**config.mk**
```make
export PLATFORM = sky130hd
export DESIGN_NAME = tap_sweep_center
export DESIGN_NICKNAME = d
export VERILOG_FILES = /design/src/rtl/tsc_pkg.sv /design/src/rtl/tsc_rst_sync.sv /design/src/rtl/tsc_pattern_chk.sv /design/src/rtl/tsc_window_trk.sv /design/src/rtl/tsc_ctrl.sv /design/src/rtl/tap_sweep_center.sv
export SDC_FILE = /design/constraint.sdc
export NUM_CORES = 1
export LEC_CHECK = 0
export ABC_AREA = 1
export BUFFER_PORTS_ARGS = -buffer_cell sky130_fd_sc_hd__buf_2
export CAP_MARGIN = 20
export CORE_MARGIN = 3
export CORE_UTILIZATION = 32
export DETAILED_ROUTE_END_ITERATION = 8
export SLEW_MARGIN = 10
export SYNTH_ARGS = -nofsm -noshare
export SYNTH_HDL_FRONTEND = slang
export SYNTH_SLANG_ARGS = --single-unit
```
**constraint.sdc**
```tcl
create_clock -name clk -period 5.3 [get_ports clk]
set_clock_uncertainty 0.2 [all_clocks]
set_input_delay 0.795 -clock clk [delete_from_list [all_inputs] [get_ports clk]]
set_output_delay 0.795 -clock clk [all_outputs]
set_load 0.1 [all_outputs]
```
**src/rtl/tsc_pkg.sv**
```systemverilog
package tsc_pkg;

  typedef enum logic [2:0] {
    ST_IDLE   = 3'd0,
    ST_ZERO   = 3'd1,
    ST_WRITE  = 3'd2,
    ST_READ   = 3'd3,
    ST_JUDGE  = 3'd4,
    ST_STEP   = 3'd5,
    ST_CENTER = 3'd6,
    ST_FIN    = 3'd7
  } tsc_state_e;

endpackage

```
**src/rtl/tsc_rst_sync.sv**
```systemverilog
module tsc_rst_sync (
  input  logic clk,
  input  logic rst_n,
  output logic rst_n_o
);
  logic [1:0] sync_q;

  always_ff @(posedge clk or negedge rst_n) begin
    if (!rst_n) sync_q <= 2'b00;
    else        sync_q <= {sync_q[0], 1'b1};
  end

  assign rst_n_o = sync_q[1];
endmodule

```
**src/rtl/tsc_pattern_chk.sv**
```systemverilog
module tsc_pattern_chk #(
  parameter int              DATA_W = 8,
  parameter int              NPAT   = 8,
  parameter logic [DATA_W-1:0] SEED = 8'h96
) (
  input  logic              clk,
  input  logic              rst_n,
  input  logic              round_clr,
  input  logic              adv,
  input  logic              cmp_en,
  input  logic [DATA_W-1:0] rd_data,
  output logic [DATA_W-1:0] exp_o,
  output logic              last_o,
  output logic              all_ok_o
);
  localparam int IDX_W = (NPAT > 1) ? $clog2(NPAT) : 1;
  localparam logic [IDX_W-1:0] IDX_LAST = IDX_W'(NPAT - 1);

  // Each pattern is the seed rotated left by its position.
  logic [DATA_W-1:0] pat_tbl [NPAT];

  genvar g;
  generate
    for (g = 0; g < NPAT; g++) begin : g_pat
      localparam int ROT = g % DATA_W;
      if (ROT == 0) begin : g_plain
        assign pat_tbl[g] = SEED;
      end else begin : g_rot
        assign pat_tbl[g] = {SEED[DATA_W-1-ROT:0], SEED[DATA_W-1:DATA_W-ROT]};
      end
    end
  endgenerate

  logic [IDX_W-1:0] idx_q, idx_d;
  logic             ok_q, ok_d;
  logic             mism;

  assign exp_o  = pat_tbl[idx_q];
  assign last_o = (idx_q == IDX_LAST);
  assign mism   = cmp_en && (rd_data != exp_o);

  always_comb begin
    idx_d = idx_q;
    ok_d  = ok_q;
    if (round_clr) begin
      idx_d = '0;
      ok_d  = 1'b1;
    end else begin
      if (adv) idx_d = last_o ? '0 : idx_q + IDX_W'(1);
      if (mism) ok_d = 1'b0;
    end
  end

  always_ff @(posedge clk or negedge rst_n) begin
    if (!rst_n) begin
      idx_q <= '0;
      ok_q  <= 1'b0;
    end else begin
      idx_q <= idx_d;
      ok_q  <= ok_d;
    end
  end

  assign all_ok_o = ok_q;


  mism_fails_chk: assert property (@(posedge clk) disable iff (!rst_n)
    (cmp_en && (rd_data != exp_o)) |=> !all_ok_o);

endmodule

```
**src/rtl/tsc_window_trk.sv**
```systemverilog
module tsc_window_trk #(
  parameter int TAP_W = 6
) (
  input  logic             clk,
  input  logic             rst_n,
  input  logic             tap_zero,
  input  logic             tap_step,
  input  logic             judge,
  input  logic             tap_ok,
  output logic [TAP_W-1:0] tap_o,
  output logic             found_o,
  output logic             at_max_o,
  output logic [TAP_W-1:0] center_o
);
  localparam logic [TAP_W-1:0] TAP_MAX = {TAP_W{1'b1}};

  logic [TAP_W-1:0] tap_q, tap_d;
  logic [TAP_W-1:0] first_q, first_d;
  logic [TAP_W-1:0] last_q, last_d;
  logic             found_q, found_d;
  logic [TAP_W:0]   span_sum;

  always_comb begin
    tap_d   = tap_q;
    first_d = first_q;
    last_d  = last_q;
    found_d = found_q;
    if (tap_zero) begin
      tap_d   = '0;
      found_d = 1'b0;
    end else begin
      if (tap_step) tap_d = tap_q + TAP_W'(1);
      if (judge && tap_ok) begin
        if (!found_q) first_d = tap_q;
        last_d  = tap_q;
        found_d = 1'b1;
      end
    end
  end

  always_ff @(posedge clk or negedge rst_n) begin
    if (!rst_n) begin
      tap_q   <= '0;
      first_q <= '0;
      last_q  <= '0;
      found_q <= 1'b0;
    end else begin
      tap_q   <= tap_d;
      first_q <= first_d;
      last_q  <= last_d;
      found_q <= found_d;
    end
  end

  assign span_sum = {1'b0, first_q} + {1'b0, last_q};
  assign center_o = span_sum[TAP_W:1];
  assign tap_o    = tap_q;
  assign found_o  = found_q;
  assign at_max_o = (tap_q == TAP_MAX);


  no_step_past_top_chk: assert property (@(posedge clk) disable iff (!rst_n)
    tap_step |-> !at_max_o);


  window_order_chk: assert property (@(posedge clk) disable iff (!rst_n)
    found_q |-> (first_q <= last_q));

endmodule

```
**src/rtl/tsc_ctrl.sv**
```systemverilog
module tsc_ctrl
  import tsc_pkg::*;
#(
  parameter int TAP_W = 6
) (
  input  logic             clk,
  input  logic             rst_n,
  input  logic             start,
  input  logic             edge_sel,
  input  logic             wr_ack,
  input  logic             rd_ack,
  input  logic             pat_last,
  input  logic             all_ok,
  input  logic             found,
  input  logic             at_max,
  input  logic [TAP_W-1:0] center,
  output logic             wr_req,
  output logic             rd_req,
  output logic             pat_adv,
  output logic             cmp_en,
  output logic             round_clr,
  output logic             tap_zero,
  output logic             tap_step,
  output logic             judge,
  output logic             tap_inc,
  output logic             tap_load,
  output logic [TAP_W-1:0] tap_val,
  output logic             cap_edge,
  output logic             done,
  output logic             pass,
  output logic             oor
);
  tsc_state_e state_q, state_d;
  logic       edge_q, edge_d;
  logic       pass_q, pass_d;
  logic       oor_q, oor_d;
  logic       busy;

  always_comb begin
    state_d = state_q;
    edge_d  = edge_q;
    pass_d  = pass_q;
    oor_d   = oor_q;
    unique case (state_q)
      ST_IDLE: if (start) begin
        state_d = ST_ZERO;
        edge_d  = edge_sel;
        pass_d  = 1'b0;
        oor_d   = 1'b0;
      end
      ST_ZERO:  state_d = ST_WRITE;
      ST_WRITE: if (wr_ack && pat_last) state_d = ST_READ;
      ST_READ:  if (rd_ack && pat_last) state_d = ST_JUDGE;
      ST_JUDGE: begin
        if (!all_ok && found) begin
          state_d = ST_CENTER;
        end else if (at_max) begin
          oor_d   = 1'b1;
          state_d = (found || all_ok) ? ST_CENTER : ST_FIN;
        end else begin
          state_d = ST_STEP;
        end
      end
      ST_STEP:  state_d = ST_WRITE;
      ST_CENTER: begin
        pass_d  = 1'b1;
        state_d = ST_FIN;
      end
      ST_FIN:   state_d = ST_IDLE;
      default:  state_d = ST_IDLE;
    endcase
  end

  always_ff @(posedge clk or negedge rst_n) begin
    if (!rst_n) begin
      state_q <= ST_IDLE;
      edge_q  <= 1'b0;
      pass_q  <= 1'b0;
      oor_q   <= 1'b0;
    end else begin
      state_q <= state_d;
      edge_q  <= edge_d;
      pass_q  <= pass_d;
      oor_q   <= oor_d;
    end
  end

  assign busy      = (state_q != ST_IDLE);
  assign wr_req    = (state_q == ST_WRITE);
  assign rd_req    = (state_q == ST_READ);
  assign pat_adv   = (wr_req && wr_ack) || (rd_req && rd_ack);
  assign cmp_en    = rd_req && rd_ack;
  assign round_clr = (state_q == ST_ZERO) || (state_q == ST_STEP);
  assign tap_zero  = (state_q == ST_ZERO);
  assign tap_step  = (state_q == ST_STEP);
  assign judge     = (state_q == ST_JUDGE);
  assign tap_inc   = tap_step;
  assign tap_load  = (state_q == ST_ZERO) || (state_q == ST_CENTER);
  assign tap_val   = (state_q == ST_CENTER) ? center : '0;
  assign done      = (state_q == ST_FIN);
  assign cap_edge  = edge_q;
  assign pass      = pass_q;
  assign oor       = oor_q;


  done_pulse_chk: assert property (@(posedge clk) disable iff (!rst_n)
    done |=> !done);


  center_before_done_chk: assert property (@(posedge clk) disable iff (!rst_n)
    (done && pass) |-> $past(tap_load));


  edge_hold_chk: assert property (@(posedge clk) disable iff (!rst_n)
    (busy && $past(busy)) |-> $stable(cap_edge));


  oor_at_top_chk: assert property (@(posedge clk) disable iff (!rst_n)
    $rose(oor) |-> $past(at_max));

endmodule

```
**src/rtl/tap_sweep_center.sv**
```systemverilog
module tap_sweep_center #(
  parameter int                TAP_W  = 6,
  parameter int                DATA_W = 8,
  parameter int                NPAT   = 8,
  parameter logic [DATA_W-1:0] SEED   = 8'h96
) (
  input  logic              clk,
  input  logic              rst_n,
  input  logic              start_i,
  input  logic              edge_sel_i,
  output logic              wr_req_o,
  output logic [DATA_W-1:0] wr_data_o,
  input  logic              wr_ack_i,
  output logic              rd_req_o,
  input  logic              rd_ack_i,
  input  logic [DATA_W-1:0] rd_data_i,
  output logic              cap_edge_o,
  output logic              tap_inc_o,
  output logic              tap_load_o,
  output logic [TAP_W-1:0]  tap_val_o,
  output logic              done_o,
  output logic              pass_o,
  output logic              oor_o
);
  logic             rst_n_s;
  logic             pat_adv, cmp_en, round_clr, pat_last, all_ok;
  logic             tap_zero, tap_step, judge;
  logic             found, at_max;
  logic [TAP_W-1:0] center, tap_cur;

  tsc_rst_sync u_rst (
    .clk     (clk),
    .rst_n   (rst_n),
    .rst_n_o (rst_n_s)
  );

  tsc_pattern_chk #(
    .DATA_W (DATA_W),
    .NPAT   (NPAT),
    .SEED   (SEED)
  ) u_pat (
    .clk       (clk),
    .rst_n     (rst_n_s),
    .round_clr (round_clr),
    .adv       (pat_adv),
    .cmp_en    (cmp_en),
    .rd_data   (rd_data_i),
    .exp_o     (wr_data_o),
    .last_o    (pat_last),
    .all_ok_o  (all_ok)
  );

  tsc_window_trk #(
    .TAP_W (TAP_W)
  ) u_win (
    .clk      (clk),
    .rst_n    (rst_n_s),
    .tap_zero (tap_zero),
    .tap_step (tap_step),
    .judge    (judge),
    .tap_ok   (all_ok),
    .tap_o    (tap_cur),
    .found_o  (found),
    .at_max_o (at_max),
    .center_o (center)
  );

  tsc_ctrl #(
    .TAP_W (TAP_W)
  ) u_ctrl (
    .clk       (clk),
    .rst_n     (rst_n_s),
    .start     (start_i),
    .edge_sel  (edge_sel_i),
    .wr_ack    (wr_ack_i),
    .rd_ack    (rd_ack_i),
    .pat_last  (pat_last),
    .all_ok    (all_ok),
    .found     (found),
    .at_max    (at_max),
    .center    (center),
    .wr_req    (wr_req_o),
    .rd_req    (rd_req_o),
    .pat_adv   (pat_adv),
    .cmp_en    (cmp_en),
    .round_clr (round_clr),
    .tap_zero  (tap_zero),
    .tap_step  (tap_step),
    .judge     (judge),
    .tap_inc   (tap_inc_o),
    .tap_load  (tap_load_o),
    .tap_val   (tap_val_o),
    .cap_edge  (cap_edge_o),
    .done      (done_o),
    .pass      (pass_o),
    .oor       (oor_o)
  );


  center_in_range_chk: assert property (@(posedge clk) disable iff (!rst_n_s)
    (tap_load_o && !tap_zero) |-> (tap_val_o <= tap_cur));

endmodule

```
# Word-level counts from Yosys, hierarchy flattened
# Memories as Yosys holds them, arrays and structs flattened.
# Cells that the tools add are included.
[word_totals]
reg_bits = 31
romBits = 64
out_inout_bits = 22
word_cells = 84
mem_count = 1
[mem_list]
columns = ["name", "depth", "width", "rd", "rd_ports_with_merged_regs", "write_ports", "line", "rtl"]
rows = [
  ["(no name shown)", 8, 8, 1, 0, 0, "tsc_pattern_chk.sv:38", "assign exp_o = pat_tbl[idx_q];"],
]
[op_classes]
add_sub_neg = 3
order_cmp = 1
eq_ne = 15
n_mux = 24
bitwise_logic = 3
n_reduce_logical = 26
[op_table]
columns = ["operator", "n"]
rows = [
  ["2-to-1 mux 3 bit", 8],
  ["case mux 3 bit (7 select lines)", 1],
  ["2-to-1 mux 6 bit", 3],
  ["2-to-1 mux 8 bit", 2],
  ["equality test 3 bit, second input constant", 5],
  ["nonzero test 2 bit", 6],
  ["inequality test 2 bit, second input constant", 5],
  ["2-to-1 mux 1 bit", 8],
  ["inequality test 8 bit", 1],
  ["adder 6 x 6 -> 7 bit", 1],
  ["logical AND 1 bit", 7],
  ["adder 6 x 1 -> 6 bit, second input constant", 1],
  ["equality test 3 x 2 -> 1 bit, second input constant", 2],
  ["equality test 6 bit, second input constant", 1],
  ["AND reduction 2 bit", 3],
  ["AND reduction 3 bit", 2],
  ["greater-or-equal comparator 4 bit, second input constant", 1],
  ["logical OR 1 bit", 4],
  ["inverter 3 -> 4 bit", 1],
  ["case mux 1 bit (2 select lines)", 2],
  ["AND reduction 4 bit", 1],
  ["adder 3 x 1 -> 3 bit, second input constant", 1],
  ["equality test 3 x 1 -> 1 bit, second input constant", 1],
  ["zero test 3 bit", 1],
  ["other kinds (3)", 4],
]

# Logic depth before layout (Yosys ltp)
# Gate-level depths: netlist of the first run.
[depth]
depth_word = 8
mapped_depth = 13

# By module
# Synthesis of the first run repeated with hierarchy kept, for this count alone.
[unflattened]
hier_cells = 309
area_unflattened_um2 = 2217.1
[modules_own_cells]
columns = ["module", "n_inst", "cells_each", "area_per_inst_um2"]
rows = [
  ["tsc_window_trk", 1, 129, 1124.8],
  ["tsc_pattern_chk", 1, 99, 553.0],
  ["tsc_ctrl", 1, 78, 485.5],
  ["tsc_rst_sync", 1, 3, 53.8],
]

# Least setup slack after synthesis of the first run
# No wires, ideal clock.
[synth_path]
kind = "reg-to-output"
startpoint = "reg u_ctrl.state_q[1]"
endpoint = "out tap_load_o"
arrival_time_ns = 2.830
setup_slack_ns = 1.475
path_stages_with_launch = 5
path_buffers = 1
path_cell_list = "dfrtp_1 -> inv_1 -> nand2_1 -> buf_4 -> o21ai_0"
[synth_via]
elab_chain_cells = 2
word_cells_on_any_way = 3
cone_classes = "eq/ne (2); reduce/logical (1)"
[synth_rtl]
columns = ["item", "line", "rtl"]
rows = [
  ["start, declared", "tsc_ctrl.sv:33", "tsc_state_e state_q, state_d;"],
  ["start signal, assigned", "tsc_ctrl.sv:81", "state_q <= state_d;"],
  ["equality test 3 x 1 -> 1 bit / equality test 3 bit (equally long branches)", "tsc_ctrl.sv:98", "assign tap_load = (state_q == ST_ZERO) || (state_q == ST_CENTER);"],
  ["logical OR 1 bit *", "tsc_ctrl.sv:98", ""],
  ["end, declared", "tap_sweep_center.sv:19", "output logic tap_load_o,"],
]
# Mark *: on every way between the ends. The rest lies on a longest branch, timed or not.

# Worst setup path after layout of the first run
[layout_path]
startpoint = "reg u_win.last_q[1]"
endpoint = "out tap_val_o[5]"
[layout_via]
elab_chain_cells = 2
[layout_rtl]
columns = ["item", "line", "rtl"]
rows = [
  ["start, declared", "tsc_window_trk.sv:19", "logic [TAP_W-1:0] last_q, last_d;"],
  ["start signal, assigned", "tsc_window_trk.sv:50", "last_q <= last_d;"],
  ["adder 6 x 6 -> 7 bit", "tsc_window_trk.sv:55", "assign span_sum = {1'b0, first_q} + {1'b0, last_q};"],
  ["2-to-1 mux 6 bit", "tsc_ctrl.sv:99", "assign tap_val = (state_q == ST_CENTER) ? center : '0;"],
  ["end, declared", "tap_sweep_center.sv:20", "output logic [TAP_W-1:0] tap_val_o,"],
]
# No other way between the ends.

==> results of run 1 <==
[path summary, 6_finish.rpt]
kind                       slack [ps]           endpoint
hold reg to reg                    40  u_ctrl.state_q[1]
setup / recovery                 2100       tap_val_o[5]
max in group asynchronous        4580    u_win.last_q[5]
setup reg to reg                 3260     u_pat.all_ok_o
hold / removal                     40  u_ctrl.state_q[1]
min in group clk                  150    u_rst.sync_q[1]
[cell families after synthesis]
family	Yosys count
AO/OA/AOI/OAI	43
buffers and inverters	46
flip-flops	31
XOR/XNOR	1
multiplexers	1
adder cells (fa/ha/maj)	14
AND/OR/NAND/NOR	133
other	1
[per-layer routing]
metal	vias up	GRT usage [%]
li1	936	-
met1	774	16.8
met2	35	19.2
met3	10	2.59
met4	0	5.90
met5	-	0
[metrics by stage]
| step | utilization [%] | cell area, um2 | hold slack, ps | setup WS [ps] | cells |
|---|---|---|---|---|---|
| after floorplan | - | 2030 | 131 | 1470 | 270 |
| after global placement | 37.5 | 2260 | 58.6 | 2470 | 375 |
| after detailed placement | 37.5 | 2260 | 56.6 | 2400 | 375 |
| after CTS | 38.7 | 2330 | 69.8 | 2080 | 381 |
| after global routing | 38.7 | 2330 | 80.1 | 1990 | 381 |
| final | 38.7 | 2330 | 42.6 | 2100 | 381 |
[layout make-up]
type                       count  area, um2
clock buffer                   6       72.6
fill                         632       3690
inverter                      40        150
multi-input combinational    193       1060
sequential                    31        776
tap                           75       93.8
timing repair buffer          36        183
[synth_stat cells (all sizes together)]
library cell / instances
ha: 13
fa: 1
inv: 40
nand3b: 3
nor2: 20
o211ai: 1
o31ai: 1
o21ai: 26
nor3: 4
mux2: 1
buf: 6
xnor2: 1
o2111ai: 1
nand4: 3
conb: 1
nand3: 18
o22ai: 2
dfrtp: 31
a31oi: 2
nand2: 85
a21oi: 7
a211oi: 1
o21bai: 2
[state kept, by name (all words and copies together) (netlist names)]
signal           cells
u_win.found_o        1
u_ctrl.cap_edge      1
u_rst.sync_q         2
u_pat.all_ok_o       1
u_pat.idx_q          3
u_ctrl.oor           1
u_win.tap_o          6
u_ctrl.pass          1
u_win.last_q         6
u_win.first_q        6
u_ctrl.state_q       3
==> flow_summary.toml, run 1 <==
[logic_synthesis]
synth_top_area_cell = "dfrtp_1"
yosys-mux-area-fraction_pct = 0.555
synth_cell_type_count = 32
syn-num-nets = 298
post_synth.cell_area_avg_um2 = 7.52
syn-instance-count = 270
seq_area_frac_synth_pct = 38.2
yosys.area_share.xor_xnor_pct = 0.432
netlist_area_mm2 = 0.00203
synth.ff_latch_count = 31
post_synth_and_or_nand_nor_area_fraction_pct = 29.1
largest_family_of_logic_cells_by_synthesized_area = "simple AND/OR/NAND/NOR gates"
synthesis.yosys.warnings = 0
synth_top_area_share_pct = 38.2
netlist_top_cells_area = "dfrtp_1 38%, nand2_1 14%, ha_1 8.0%, inv_1 7.0%, nand3_1 4.2%"
post_synth_fa_ha_maj_area_fraction_pct = 9.00
synth-compound-area-share_pct = 12.8

[grt]
globalRouteOverflowTotal = 0
initial_antenna_violation_count = 0
grt_max_degree = 30
grt.total_usage_pct = 12.5
vias_in_the_first_global_route = 1685
grt_pass1_wl_um = 7340

[sta]
layout_min_cycle_time_ps = 3200
max_slew.worst_pin.slew_ps = 574
maxClockFrequency_mhz = 313
total_count_of_hold_check_failures_in_the_final_report = 0
finalSetupViolCount = 0
setup_repair_after_global_routing_missed_its_margin = "no"
setup_total_negative_slack_ps = 0
fin_crit_sh_pct = 60.4
report.final.slew_viol_count = 0
timing.max_slew.rel_slack_pct = 61.6

[floorplan]
die_w_um = 85.6
floorplan.rows = 28
core_mm2 = 0.00603
initial_utilization_pct = 33.7
ioPinCount = 36
die_y_um = 85.6
fp.dieArea_mm2 = 0.00733

[worst_setup_path]
timing.critical_path.mode_cell = "nand2_1"
timing.critical_path.buf_inv = 2
cp_slowest_stage_delay_ps = 440
r2r_start = "u_pat.idx_q[0]"
critical_path.top_delay_family = "buffers and inverters"
path_depth = 10
path_max_fanout = 3
crit_type = "reg -> out"
cp.arrival_ps = 2200
crit_start = "u_win.last_q[1]"
cp_data_required_time_ps = 4300
critPathCaptureType = "output port"
worstRegToRegCells = 13
crit_path_cell_trace = "inv_1, fa_1, nor2_1, o21ai_0, nand2_1, nand2_1, nand2_1, a21oi_1, nor2_1, buf_2"
worst_path_cell_with_the_longest_stage_delay = "fa_1"
crit_path_start_kind = "register"

[layout]
layout_common_cells = "75 x nand2_1, 38 x inv_1, 35 x buf_2, 31 x dfrtp_1, 17 x nand3_1"
most_common_cell_after_layout_fill_and_taps_aside = "nand2_1"
finalNetCount = 335
antenna_cells_inserted = 0
ratio_of_cells_with_drive_above_1_in_the_final_layout_pct = 21.2
synthToLayoutAreaGrowth_pct = 14.9

[drt]
postRouteAntennaNets = 0
drc_viols = 0
routed_wire_length_per_instance_um = 11.4
initialDrtViolationCount = 92
dr_vias = 1755
met3RoutedLength_um = 233
drt_first_pass_iters = 4
met2RoutedLength_um = 1850
drt_wl_total_um = 4330
wl_met1_um = 2150
viasPerCell = 4.61
highest_layer = "met4"

[placement]
buffers_added_on_ports = 35
detailedPlacementHpwl_um = 3440
place.gp.congestion = 0.826

[cts]
max-clock-path-buffers = 2
htree_num_levels = 2
cts.repair.resized = 0
clkLatencyLatePin_ps = 280
cts_root_buffer = "clkbuf_8"
number_of_buffers_added_to_fix_hold_violations_after_cts = 0
clkSlewWorstSetupHoldPaths_ps = 60
cts_setup_buffers = 0
tritoncts = "yes"
cts.sinks = 31
cts_buffers = 5

[hold_path]
min-delay-path-class = "reg -> async"

[flow_run]
maxCapViolations = 0

[run_status]
outcome = "finished clean"
Power of run 1 is not shown: default switching activity piles up to over one toggle a cycle in this logic, so the estimate is an artifact.
==> run 2: changes to the inputs <==
- clock period: 5.3 -> 3.3 ns (I/O delays scaled with it)
==> run 2 against run 1 <==
Sequential share of layout area shrank 0.44 points. Register-to-register slack got worse by 2000 ps. Global-route usage rose by 1.0 points. Critical path depth decreased by 5. Sequential cell count unchanged.
==> flow_summary.toml, run 2 (synthesis results as in run 1) <==
[run_status]
outcome = "finished clean"

[placement]
place.gp.congestion = 0.853
dp_worst_setup_slack_ps = 718
placement.cell_area_mm2 = 0.00226
buffers_added_on_ports = 35
detailedPlacementHpwl_um = 3440

[sta]
timing.max_slew.rel_slack_pct = 61.3
report.final.slew_viol_count = 0
total_count_of_hold_check_failures_in_the_final_report = 0
setup_repair_after_global_routing_missed_its_margin = "no"
layout_min_cycle_time_ps = 2890
setup_total_negative_slack_ps = 0
finalSetupViolCount = 0
final.setup.worst_slack_ps = 413
max_slew.worst_pin.slew_ps = 579
maxClockFrequency_mhz = 346
fin_crit_sh_pct = 87.5
finalHoldWorstSlack_ps = 53.0

[cts]
cts.repair.resized = 0
number_of_buffers_added_to_fix_hold_violations_after_cts = 2
cts_setup_buffers = 0
max-clock-path-buffers = 2
htree_num_levels = 2
clkSlewWorstSetupHoldPaths_ps = 70
cts_root_buffer = "clkbuf_8"
clkLatencyLatePin_ps = 290
tritoncts = "yes"
cts.sinks = 31
cts_buffers = 5

[worst_setup_path]
crit_path_start_kind = "register"
crit_path_cell_trace = "inv_1, nor2_1, inv_1, o21ai_1, buf_2"
critPathCaptureType = "output port"
worstRegToRegCells = 13
cp_slowest_stage_delay_ps = 550
r2r_start = "u_pat.idx_q[0]"
cp_data_required_time_ps = 2600
path_max_fanout = 11
crit_type = "reg -> out"
crit_start = "u_ctrl.state_q[2]"
cp.arrival_ps = 2190
timing.critical_path.mode_cell = "inv_1"
worst_path_cell_with_the_longest_stage_delay = "dfrtp_1"

[layout]
finalNetCount = 337
synthToLayoutAreaGrowth_pct = 16.4
layout_common_cells = "75 x nand2_1, 38 x inv_1, 35 x buf_2, 31 x dfrtp_1, 17 x nand3_1"
final_area_mm2 = 0.00236
most_common_cell_after_layout_fill_and_taps_aside = "nand2_1"
antenna_cells_inserted = 0
final.fill_count = 638
ratio_of_cells_with_drive_above_1_in_the_final_layout_pct = 21.9

[grt]
globalRouteOverflowTotal = 0
grt.total_usage_pct = 13.5
grt_pass1_wl_um = 7890
grt_max_degree = 25
vias_in_the_first_global_route = 1718
initial_antenna_violation_count = 0

[floorplan]
die_y_um = 85.6
floorplan.rows = 28
initial_utilization_pct = 33.7
die_w_um = 85.6
ioPinCount = 36
fp.dieArea_mm2 = 0.00733
core_mm2 = 0.00603

[drt]
dr_vias = 1792
met2RoutedLength_um = 1930
initialDrtViolationCount = 94
met3RoutedLength_um = 259
drt_first_pass_iters = 4
wl_met1_um = 2190
highest_layer = "met4"
drc_viols = 0
viasPerCell = 4.65
postRouteAntennaNets = 0
drt_wl_total_um = 4450
routed_wire_length_per_instance_um = 11.6

[hold_path]
min-delay-path-class = "reg -> async"

[flow_run]
maxCapViolations = 0
## run 2: cell count changes in the layout (fill, tap and decap cells not counted)
cell           before  now
clkinv_2            0    3
clkbuf_1            1    0
o21ai_0            14   13
o21ai_1             6    7
dlygate4sd3_1       0    2
## run 2: path summary, 6_finish.rpt
kind	to	slack, ps
worst max-delay path	tap_load_o	410
worst min-delay path	u_win.tap_o[5]	50
worst max register to register	u_pat.all_ok_o	1260
worst min register to register	u_win.tap_o[5]	50
max in group asynchronous	u_ctrl.oor	2270
min in group clk	u_rst.sync_q[1]	150
## run 2: critical path, delay by kind of cell, from the launching register on
family                 cells  cell delay, ps
and+or+nand+nor            1             380
DFF                        1             550
buffers and inverters      3             830
AOI/OAI and AO/OA          1             120
## run 2: metal layers
layer	up-vias	GRT usage, %
met1	803	18.5
met3	6	3.75
met5	-	0
met2	40	20.6
li1	943	-
met4	0	4.75
## run 2: cell type report
cell class	instances	area (um2)	share of cell area, %
multi-input combinational	193	1060	44.7
sequential	31	776	32.8
clock buffer	5	68.8	2.91
timing repair buffer	38	203	8.58
tap	75	93.8	3.97
inverter	40	150	6.36
clock inverter	3	15.0	0.636
## run 2: through the flow
| stage | cells | utilization (%) |
|---|---|---|
| after floorplan | 270 | - |
| after global placement | 375 | 37.5 |
| after detailed placement | 375 | 37.5 |
| after CTS | 385 | 39.2 |
| after global routing | 385 | 39.2 |
| final | 385 | 39.2 |
Power of run 2 is left out for the same reason.
==> run 3: changes to the inputs <==
- CORE_MARGIN: 3 -> 2
- CORE_UTILIZATION: 32 -> 35
- GPL_TIMING_DRIVEN: default -> 0
==> run 3 against run 2 <==
Final cell count is 0.52% higher. Sequential cell count stayed put. First-iteration DRC count is 47% lower. Register-to-register slack hardly changed. Maximum frequency hardly changed. Worst hold slack worse by 21 ps. Non-clock buffer count is 5 higher. Routed wire length is 6.5% lower. Sequential share of layout area is 1.2 points lower. Critical path depth is 5 higher. Die area is 12% lower. Via count is 1.1% lower.
==> flow_summary.toml, run 3 (synthesis results as in run 1) <==
[cts]
clkLatencyLatePin_ps = 280
tritoncts = "yes"
cts_setup_buffers = 0
cts.sinks = 31
clkSlewWorstSetupHoldPaths_ps = 60
cts_buffers = 5
cts_root_buffer = "clkbuf_8"
max-clock-path-buffers = 2
cts.repair.resized = 0
number_of_buffers_added_to_fix_hold_violations_after_cts = 1
htree_num_levels = 2

[sta]
max_slew.worst_pin.slew_ps = 566
maxClockFrequency_mhz = 346
layout_min_cycle_time_ps = 2890
setup_repair_after_global_routing_missed_its_margin = "no"
setup_total_negative_slack_ps = 0
timing.max_slew.rel_slack_pct = 62.3
finalSetupViolCount = 0
total_count_of_hold_check_failures_in_the_final_report = 0
fin_crit_sh_pct = 87.5
report.final.slew_viol_count = 0

[grt]
grt.total_usage_pct = 13.9
grt_pass1_wl_um = 7000
use_met1_pct = 19.4
globalRouteOverflowTotal = 0
grt.met2_usage_pct = 21.7
initial_antenna_violation_count = 0
grt-busiest-layer = "met2"
vias_in_the_first_global_route = 1586
grt_max_degree = 19
grt_use_met3_pct = 2.58

[placement]
place.gp.congestion = 0.777
detailedPlacementHpwl_um = 3380
buffers_added_on_ports = 35

[layout]
layout_common_cells = "75 x nand2_1, 38 x inv_1, 37 x buf_2, 31 x dfrtp_1, 17 x nand3_1"
finalNetCount = 342
seq_area_um2 = 776
ratio_of_cells_with_drive_above_1_in_the_final_layout_pct = 23.5
area_occupied_by_multi_input_gates_mm2 = 0.00106
antenna_cells_inserted = 0
final.fill_count = 573
synthToLayoutAreaGrowth_pct = 20.7
most_common_cell_after_layout_fill_and_taps_aside = "nand2_1"

[worst_setup_path]
worstRegToRegCells = 13
crit_path_start_kind = "register"
r2r_start = "u_pat.idx_q[0]"
cp_data_required_time_ps = 2600
critPathCaptureType = "output port"
path_max_fanout = 3
r2r_slack_ps = 1260
crit_type = "reg -> out"
r2r-end = "u_pat.all_ok_o"
cp.arrival_ps = 2190

[drt]
drc_viols = 0
drt_wl_total_um = 4160
initialDrtViolationCount = 50
postRouteAntennaNets = 0
drt_first_pass_iters = 4
viasPerCell = 4.58
routed_wire_length_per_instance_um = 10.8
dr_vias = 1773

[floorplan]
floorplan.rows = 27
ioPinCount = 36
die_w_um = 80.1
die_y_um = 80.1
fp.dieArea_mm2 = 0.00642
initial_utilization_pct = 36.6
core_mm2 = 0.00554

[hold_path]
min-delay-path-class = "reg -> async"

[run_status]
outcome = "finished clean"

[flow_run]
maxCapViolations = 0
-- run 3: worst max-delay path by stage --
stage	start	endpoint	slack, ps
2_1_floorplan	u_win.last_q[3]	tap_val_o[4]	70
3_3_place_gp	u_win.last_q[1]	tap_val_o[5]	720
3_5_place_dp	u_win.last_q[1]	tap_val_o[5]	700
4_1_cts	u_win.last_q[1]	tap_val_o[5]	380
5_1_grt	u_win.last_q[1]	tap_val_o[5]	180
6_report	u_win.last_q[1]	tap_val_o[5]	410
-- run 3: routing by layer --
layer,part of all wire [%],vias to the layer above
met4,1.3,0
met5,0,-
met2,43,28
li1,-,954
met3,3.8,7
met1,52,784
-- run 3: area by class of cell --
class | instances | share of cell area, %
clock buffer | 6 | 3.37
tap | 72 | 3.68
buffer | 6 | 1.94
inverter | 40 | 6.13
multi-input combinational | 193 | 43.1
timing repair buffer | 37 | 8.68
sequential | 31 | 31.7
clock inverter | 2 | 1.43
-- run 3: stage by stage --
stage	util (%)	instance area (um2)	hold slack (ps)	worst slack [ps]	std cells
after floorplan	-	2030	-0.591	73.8	270
after global placement	41.4	2290	81.9	717	377
after detailed placement	41.9	2320	61.3	699	378
after CTS	44.2	2450	59.8	382	387
after global routing	44.2	2450	86.1	177	387
final	44.2	2450	31.5	411	387
-- run 3: worst max-delay path, stage by stage, from the launching register on --
cell and delay [ps]:
dfrtp_1 380, inv_1 70, fa_1 440, nor2_1 150, o21ai_0 100, nand2_1 90, nand2_1 60, nand2_1 60
a21oi_1 50, nor2_1 80, buf_2 430
Power of run 3 is left out for the same reason.
